## src/rtl/pim_pkg.sv

```systemverilog
package pim_pkg;
  typedef enum logic [2:0] {
    EV_RD_REQ   = 3'd0,
    EV_WR_REQ   = 3'd1,
    EV_RD_BYTES = 3'd2,
    EV_WR_BYTES = 3'd3,
    EV_RD_OUTS  = 3'd4,
    EV_CYCLES   = 3'd5
  } event_e;

  localparam int DST_CLASSES = 5;
  localparam int ADDR_W      = 8;
  localparam int DATA_W      = 32;

  localparam logic [ADDR_W-1:0] ADR_CTRL = 8'h00;
  localparam logic [ADDR_W-1:0] ADR_SRC  = 8'h04;
  localparam logic [ADDR_W-1:0] ADR_DST  = 8'h08;
  localparam logic [ADDR_W-1:0] ADR_CLR  = 8'h0C;
  localparam logic [ADDR_W-1:0] ADR_SEL  = 8'h10;
  localparam logic [ADDR_W-1:0] ADR_CTR  = 8'h40;
endpackage

```

## src/rtl/pim_filter.sv

```systemverilog
module pim_filter
  import pim_pkg::*;
#(
  parameter int NUM_PORTS = 8,
  parameter int PORT_W    = $clog2(NUM_PORTS)
) (
  input  logic [NUM_PORTS-1:0]   port_mask,
  input  logic                   bdf_en,
  input  logic [15:0]            bdf,
  input  logic [DST_CLASSES-1:0] dst_mask,
  input  logic [PORT_W-1:0]      req_port,
  input  logic [15:0]            req_rid,
  input  logic [2:0]             req_dest,
  output logic                   hit
);
  logic [NUM_PORTS-1:0]   port_sel;
  logic [DST_CLASSES-1:0] dst_sel;
  logic                   src_ok;
  logic                   dst_ok;

  always_comb begin
    port_sel = '0;
    port_sel[req_port] = 1'b1;
    dst_sel = '0;
    if (32'(req_dest) < DST_CLASSES) dst_sel[req_dest] = 1'b1;
    // exact ID mode overrides the port mask entirely
    if (bdf_en) src_ok = (req_rid == bdf);
    else        src_ok = (port_mask == '0) || (|(port_mask & port_sel));
    dst_ok = (dst_mask == '0) || (|(dst_mask & dst_sel));
    hit    = src_ok && dst_ok;
  end
endmodule

```

## src/rtl/pim_outstanding.sv

```systemverilog
module pim_outstanding #(
  parameter int OUT_W = 8
) (
  input  logic             clk,
  input  logic             rst_n,
  input  logic             inc,
  input  logic             dec,
  output logic [OUT_W-1:0] count
);
  localparam logic [OUT_W-1:0] MAX_CNT = '1;

  logic [OUT_W-1:0] cnt_q, cnt_d;
  logic             cnt_en;

  always_comb begin
    cnt_d = cnt_q;
    if (inc && !dec && cnt_q != MAX_CNT) cnt_d = cnt_q + 1'b1;
    if (dec && !inc && cnt_q != '0)      cnt_d = cnt_q - 1'b1;
    cnt_en = inc ^ dec;
  end

  always_ff @(posedge clk or negedge rst_n) begin
    if (!rst_n)      cnt_q <= '0;
    else if (cnt_en) cnt_q <= cnt_d;
  end

  assign count = cnt_q;
endmodule

```

## src/rtl/pim_counter.sv

```systemverilog
module pim_counter
  import pim_pkg::*;
#(
  parameter int CTR_W  = 64,
  parameter int BYTE_W = 12,
  parameter int OUT_W  = 8
) (
  input  logic              clk,
  input  logic              rst_n,
  input  logic              run,
  input  logic              clr,
  input  logic [2:0]        sel,
  input  logic              rd_hit,
  input  logic              wr_hit,
  input  logic [BYTE_W-1:0] bytes,
  input  logic [OUT_W-1:0]  outs,
  output logic [CTR_W-1:0]  val
);
  logic [CTR_W-1:0] val_q, val_d, step;
  logic             val_en;

  always_comb begin
    case (sel)
      EV_RD_REQ:   step = CTR_W'(rd_hit);
      EV_WR_REQ:   step = CTR_W'(wr_hit);
      EV_RD_BYTES: step = rd_hit ? CTR_W'(bytes) : '0;
      EV_WR_BYTES: step = wr_hit ? CTR_W'(bytes) : '0;
      EV_RD_OUTS:  step = CTR_W'(outs);
      EV_CYCLES:   step = CTR_W'(1);
      default:     step = '0;
    endcase
    val_en = clr || run;
    val_d  = clr ? '0 : val_q + step;
  end

  always_ff @(posedge clk or negedge rst_n) begin
    if (!rst_n)      val_q <= '0;
    else if (val_en) val_q <= val_d;
  end

  assign val = val_q;
endmodule

```

## src/rtl/pcie_inbound_monitor.sv

```systemverilog
module pcie_inbound_monitor
  import pim_pkg::*;
#(
  parameter int NUM_PORTS = 8,
  parameter int NUM_CTRS  = 4,
  parameter int CTR_W     = 64,
  parameter int BYTE_W    = 12,
  parameter int OUT_W     = 8,
  parameter int PORT_W    = $clog2(NUM_PORTS)
) (
  input  logic              clk,
  input  logic              rst_n,
  input  logic              req_valid,
  input  logic              req_is_write,
  input  logic [PORT_W-1:0] req_port,
  input  logic [15:0]       req_rid,
  input  logic [2:0]        req_dest,
  input  logic [BYTE_W-1:0] req_bytes,
  input  logic              cpl_valid,
  input  logic              reg_we,
  input  logic [ADDR_W-1:0] reg_addr,
  input  logic [DATA_W-1:0] reg_wdata,
  output logic [DATA_W-1:0] reg_rdata
);
  logic [1:0] rst_pipe;
  logic       rst_int_n;

  always_ff @(posedge clk or negedge rst_n) begin
    if (!rst_n) rst_pipe <= '0;
    else        rst_pipe <= {rst_pipe[0], 1'b1};
  end
  assign rst_int_n = rst_pipe[1];

  logic                          run_q, run_d;
  logic [NUM_PORTS-1:0]          pmask_q, pmask_d;
  logic                          bdfen_q, bdfen_d;
  logic [15:0]                   bdf_q, bdf_d;
  logic [DST_CLASSES-1:0]        dmask_q, dmask_d;
  logic [NUM_CTRS-1:0][2:0]      sel_q, sel_d;
  logic [NUM_CTRS-1:0]           sel_we, clr_vec;
  logic                          wr_ctrl, wr_src, wr_dst;
  logic                          unused_wdata;

  assign wr_ctrl      = reg_we && (reg_addr == ADR_CTRL);
  assign wr_src       = reg_we && (reg_addr == ADR_SRC);
  assign wr_dst       = reg_we && (reg_addr == ADR_DST);
  assign unused_wdata = ^reg_wdata[15:9];

  always_comb begin
    run_d   = reg_wdata[0];
    pmask_d = reg_wdata[NUM_PORTS-1:0];
    bdfen_d = reg_wdata[8];
    bdf_d   = reg_wdata[31:16];
    dmask_d = reg_wdata[DST_CLASSES-1:0];
    for (int i = 0; i < NUM_CTRS; i++) begin
      sel_we[i]  = reg_we && (reg_addr == ADDR_W'(ADR_SEL + 4*i));
      sel_d[i]   = reg_wdata[2:0];
      clr_vec[i] = reg_we && (reg_addr == ADR_CLR) && reg_wdata[i];
    end
  end

  always_ff @(posedge clk or negedge rst_int_n) begin
    if (!rst_int_n) begin
      run_q   <= 1'b0;
      pmask_q <= '0;
      bdfen_q <= 1'b0;
      bdf_q   <= '0;
      dmask_q <= '0;
      sel_q   <= '0;
    end else begin
      if (wr_ctrl) run_q <= run_d;
      if (wr_src) begin
        pmask_q <= pmask_d;
        bdfen_q <= bdfen_d;
        bdf_q   <= bdf_d;
      end
      if (wr_dst) dmask_q <= dmask_d;
      for (int i = 0; i < NUM_CTRS; i++)
        if (sel_we[i]) sel_q[i] <= sel_d[i];
    end
  end

  logic             hit, rd_hit, wr_hit;
  logic [OUT_W-1:0] outs_cnt;

  pim_filter #(.NUM_PORTS(NUM_PORTS), .PORT_W(PORT_W)) i_filter (
    .port_mask(pmask_q), .bdf_en(bdfen_q), .bdf(bdf_q), .dst_mask(dmask_q),
    .req_port(req_port), .req_rid(req_rid), .req_dest(req_dest), .hit(hit)
  );

  assign rd_hit = req_valid && !req_is_write && hit;
  assign wr_hit = req_valid &&  req_is_write && hit;

  pim_outstanding #(.OUT_W(OUT_W)) i_outs (
    .clk(clk), .rst_n(rst_int_n),
    .inc(req_valid && !req_is_write), .dec(cpl_valid), .count(outs_cnt)
  );

  logic [NUM_CTRS-1:0][CTR_W-1:0] ctr_val;

  for (genvar g = 0; g < NUM_CTRS; g++) begin : g_ctr
    pim_counter #(.CTR_W(CTR_W), .BYTE_W(BYTE_W), .OUT_W(OUT_W)) i_ctr (
      .clk(clk), .rst_n(rst_int_n), .run(run_q), .clr(clr_vec[g]),
      .sel(sel_q[g]), .rd_hit(rd_hit), .wr_hit(wr_hit),
      .bytes(req_bytes), .outs(outs_cnt), .val(ctr_val[g])
    );
  end

  always_comb begin
    logic [63:0] wide;
    reg_rdata = '0;
    case (reg_addr)
      ADR_CTRL: reg_rdata[0] = run_q;
      ADR_SRC: begin
        reg_rdata[NUM_PORTS-1:0] = pmask_q;
        reg_rdata[8]             = bdfen_q;
        reg_rdata[31:16]         = bdf_q;
      end
      ADR_DST: reg_rdata[DST_CLASSES-1:0] = dmask_q;
      default: reg_rdata = '0;
    endcase
    for (int i = 0; i < NUM_CTRS; i++) begin
      wide = 64'(ctr_val[i]);
      if (reg_addr == ADDR_W'(ADR_SEL + 4*i))     reg_rdata = DATA_W'(sel_q[i]);
      if (reg_addr == ADDR_W'(ADR_CTR + 8*i))     reg_rdata = wide[31:0];
      if (reg_addr == ADDR_W'(ADR_CTR + 8*i + 4)) reg_rdata = wide[63:32];
    end
  end
endmodule

```

## config.mk

```make
export PLATFORM = sky130hd
export DESIGN_NAME = pcie_inbound_monitor
export DESIGN_NICKNAME = d
export VERILOG_FILES = /design/src/rtl/pim_pkg.sv /design/src/rtl/pim_filter.sv /design/src/rtl/pim_outstanding.sv /design/src/rtl/pim_counter.sv /design/src/rtl/pcie_inbound_monitor.sv
export SDC_FILE = /design/constraint.sdc
export NUM_CORES = 1
export LEC_CHECK = 0
export ABC_AREA = 0
export BUFFER_PORTS_ARGS = -buffer_cell sky130_fd_sc_hd__buf_2
export CORE_MARGIN = 2
export CORE_UTILIZATION = 65
export CTS_BUF_LIST = sky130_fd_sc_hd__clkbuf_8
export DETAILED_ROUTE_END_ITERATION = 10
export HOLD_SLACK_MARGIN = 0.08
export PLACE_DENSITY = 0.84
export SYNTH_ARGS = -nofsm -noshare
export SYNTH_HDL_FRONTEND = slang
export SYNTH_HIERARCHICAL = 1
export SYNTH_SLANG_ARGS = --single-unit
export TNS_END_PERCENT = 50
```

## constraint.sdc

```tcl
create_clock -name clk -period 22.3 [get_ports clk]
set_input_delay 0 -clock clk [delete_from_list [all_inputs] [get_ports clk]]
set_output_delay 0 -clock clk [all_outputs]
set_load 0.02 [all_outputs]
```

==> run_results.csv <==
group,metric,value,unit
critical_path,crit_slowest_cell,"nor3b_1",
yosys,yosys_warnings,6,
placed_design,place_ws,15750,ps
routing,via_count,24800,
timing,postLayoutSetupSlackWorst,15360,ps
yosys,synth_nets,2903,
timing,clock.fmax,144,MHz
yosys,syn-cell-area,23400,um^2
cells_and_area,num-fill-cells,2760,
power,cellPowerDensity,55.9,nW/um^2
yosys,synth_edf_count,0,
clock_tree,clk_pin_slew,60,ps
timing,fin_skew,23.4,ps
critical_path,cp.required,22870,ps
placed_design,dp_hpwl,63.8,mm
cells_and_area,final_common_cell,"dfrtp_1",
cells_and_area,multiInputGateArea,14800,um^2
routing,routed_wl,88.3,mm
timing,hold_viol,0,
timing,tightestPinTransition,1320,ps
routing,drtIter0Drc,3646,
global_route,antenna_found_initial,1,
critical_path,r2r_end,"g_ctr[3].i_ctr/val[36]$_DFFE_PN0P_",
cells_and_area,diodes,0,
power,irDropWorstVdd,95.6,uV
timing,rsz0062_at_grt,"false",
worst_hold_path,hold_path.class,"in2reg",
worst_hold_path,worstHoldStart,"reg_wdata[17]",
routing,first_pass_iters,7,
worst_hold_path,holdPathStages,3,
timing,slew_headroom,11.9,%
routing,dr_wl_met2,37.2,mm
floorplan,rows,69,
clock_tree,numCtsBuffers,56,
routing,routed-wl-met3,12.2,mm
global_route,grt.total_usage,45.8,%
routing,drc,0,
floorplan,die_y,194,um
critical_path,crit_type,"reg2reg",
cells_and_area,area.growth.synth_to_final,9.95,%
timing,min_period_over_period,31.1,%
global_route,grt_max_degree,180,
routing,postRouteAntennaNets,0,
cells_and_area,nNetsFinal,2983,
critical_path,crit_path_start_kind,"flip-flop",
yosys,synth-seq-area-share,33.0,%
timing,final-setup-viol-count,0,
critical_path,cp_max_fo,14,
power,leakage,10.9,nW
critical_path,worstRegToRegCells,17,
global_route,grt_pass1_wl,134,mm
clock_tree,clock_latency,690,ps
clock_tree,clock_sinks,309,
timing,setup-tns-final,0,ps
placed_design,portBuffers,104,
yosys,syn_inst,2762,
clock_tree,tritoncts,"built",
global_route,gr-total-overflow,0,
critical_path,cp_num_buf_inv,1,
status,status,"completed",
yosys,ys_types,114,
critical_path,cp-end-kind,"flip-flop",
critical_path,r2r_start,"bdf_q[13]$_DFFE_PN0P_",
floorplan,die_width,194,um
yosys,syn_area_per_cell,8.47,um^2
job,maxCapViolCount,0,
cells_and_area,layout_common_cells,"dfrtp_1 (307), nand2_1 (233), a21oi_1 (231)",
clock_tree,htreeDepth,2,
timing,slew_violations,0,
floorplan,fp.dieArea,37500,um^2
timing,finalCriticalPeriod,6940,ps
critical_path,cp_common_cell,"nor4_1",
routing,met1Wirelength,34.1,mm
yosys,synthFlopType,"dfrtp_1",
critical_path,cpLargestDelayFamily,"simple AND/OR/NAND/NOR gates",
floorplan,io_pins,112,
worst_hold_path,hold_end,"bdf_q[1]$_DFFE_PN0P_",
floorplan,start_util,65.9,%
clock_tree,clock_path_buffers,3,
yosys,async_flop_share,100,%
routing,vias_per_cell,7.40,
global_route,grt_pass1_vias,22700,
routing,highest_layer,"met4",
cells_and_area,seqCellArea,7740,um^2
clock_tree,clockRootBuffer,"clkbuf_8",
critical_path,crit_path_max_incr_delay,1060,ps
floorplan,core,35500,um^2
critical_path,r2r_slack,15360,ps
cells_and_area,drive_gt1_share,14.1,%
critical_path,arrival,7510,ps
yosys,synth_seq_cells,309,
routing,post_drt_wl_per_cell,26.4,um
placed_design,gp_congestion,1.09,
critical_path,crit_chain,"xor2_1, nor4_1, nand4_1, a211oi_1, nand2_1, nor2_1, mux2i_1, nor3b_1, a22oi_1, fa_1, nor2b_1, o2111ai_1, a21oi_1, buf_4, o21ai_1, nor4_1, mux2_2",
## final cells by class
type	instances	area share (%)
clock buffer	76	4.07
clock inverter	27	0.666
inverter	57	0.832
multi-input combinational	2244	57.6
sequential	309	30.1
tap	461	2.24
timing repair buffer	174	4.55
## synth_stat cells, types with 11 or more instances
| library cell | instances | area share [%] |
|---|---|---|
| xnor2_1 | 44 | 1.6 |
| nand2_1 | 233 | 3.7 |
| o221a_2 | 12 | 0.58 |
| mux2_2 | 74 | 3.6 |
| inv_1 | 55 | 0.88 |
| a31oi_1 | 11 | 0.29 |
| o21ai_0 | 161 | 3.4 |
| and3_1 | 42 | 1.1 |
| nor2_1 | 227 | 3.6 |
| o211ai_1 | 15 | 0.48 |
| dfrtp_1 | 309 | 33 |
| mux2_1 | 15 | 0.72 |
| o21a_1 | 19 | 0.61 |
| a22oi_1 | 17 | 0.55 |
| nand4_1 | 79 | 2.1 |
| and4_1 | 18 | 0.67 |
| a21o_1 | 17 | 0.55 |
| nor4_1 | 37 | 0.99 |
| xor2_1 | 40 | 1.5 |
| or3_1 | 36 | 0.96 |
| and2_1 | 36 | 0.96 |
| nor3_1 | 68 | 1.5 |
| buf_1 | 13 | 0.21 |
| o22ai_1 | 35 | 0.94 |
| clkbuf_1 | 101 | 1.6 |
| o21ai_1 | 43 | 0.92 |
| a21oi_1 | 231 | 4.9 |
| o2111ai_1 | 13 | 0.49 |
| a211oi_1 | 40 | 1.3 |
| mux2i_1 | 27 | 1.2 |
| ha_1 | 56 | 3.0 |
| buf_2 | 27 | 0.58 |
| a22o_1 | 38 | 1.4 |
| o31ai_1 | 71 | 2.3 |
| nor2b_1 | 93 | 2.5 |
| nand3_1 | 92 | 2.0 |
| mux2_4 | 20 | 1.3 |
| or4_1 | 78 | 2.5 |
| nand2b_1 | 22 | 0.59 |
## logic make-up after synthesis
group,Yosys count,synth area share (%)
and+or+nand+nor,1144,26.9
buffers and inverters,209,3.76
muxes,139,7.04
xor gates and xnor gates,84,3.14
DFF,309,33.0
adders and majority gates,61,3.42
other,1,0.0160
AOI/OAI and AO/OA,815,22.6
## repair_timing
item	in CTS	in global routing
setup buffers	0	0
hold endpoints to repair	59	0
hold buffers	45	0
resized for setup	0	0
## layer usage
layer	global-route usage [%]	vias to the layer above
met5	0	-
li1	-	10600
met3	10.9	298
met1	64.5	11900
met2	66.7	1999
met4	21.7	0
## where the power goes
| group | total (W) | switching [W] | internal [W] |
|---|---|---|---|
| Sequential | 0.000636 | 0.0000507 | 0.000586 |
| Clock | 0.000594 | 0.000268 | 0.000326 |
| Combinational | 0.000209 | 0.000123 | 0.0000857 |
## how the worst max path moves through the flow
stage                     startpoint                                 end  slack (ps)  depth (start not counted)
6_report       bdf_q[13]$_DFFE_PN0P_  g_ctr[3].i_ctr/val[36]$_DFFE_PN0P_       15360                         17
5_1_grt        bdf_q[13]$_DFFE_PN0P_  g_ctr[3].i_ctr/val[29]$_DFFE_PN0P_       15210                         17
2_1_floorplan  rst_pipe[1]$_DFF_PN0_                bdf_q[0]$_DFFE_PN0P_       13050                          0
4_1_cts        bdf_q[13]$_DFFE_PN0P_  g_ctr[3].i_ctr/val[36]$_DFFE_PN0P_       15710                         17
3_5_place_dp   bdf_q[13]$_DFFE_PN0P_  g_ctr[3].i_ctr/val[36]$_DFFE_PN0P_       15750                         17
3_3_place_gp   bdf_q[13]$_DFFE_PN0P_  g_ctr[3].i_ctr/val[36]$_DFFE_PN0P_       15860                         17
## per-stage QoR
stage          util [%]  instance area [um^2]  hold slack (ps)  std cells  total power [W]
2_1_floorplan         -                 23400             -296       2762         0.000764
3_3_place_gp       67.8                 24100             -215       3200         0.000825
3_5_place_dp       67.8                 24100             -213       3200         0.000836
4_1_cts            72.5                 25700             91.9       3348          0.00143
5_1_grt            72.5                 25700              116       3348          0.00148
6_report           72.5                 25700              102       3348          0.00144
## worst register-to-register path, stage by stage, from the launching register on
cell       delay, ps
dfrtp_1          430
xor2_1           190
nor4_1           380
nand4_1          230
a211oi_1         820
nand2_1          120
nor2_1           260
mux2i_1          140
nor3b_1         1060
a22oi_1          350
fa_1             520
nor2b_1          270
o2111ai_1        230
a21oi_1          230
buf_4            240
o21ai_1          440
nor4_1           540
mux2_2           380
## registers in the layout, summed over array words and instances (netlist names)
register	flops
pmask_q	8
dmask_q	5
run_q	1
g_ctr.i_ctr/val	256
bdfen_q	1
i_outs/count	8
bdf_q	16
sel_q	12
rst_pipe	2
Power figures use the tool's default switching activity.
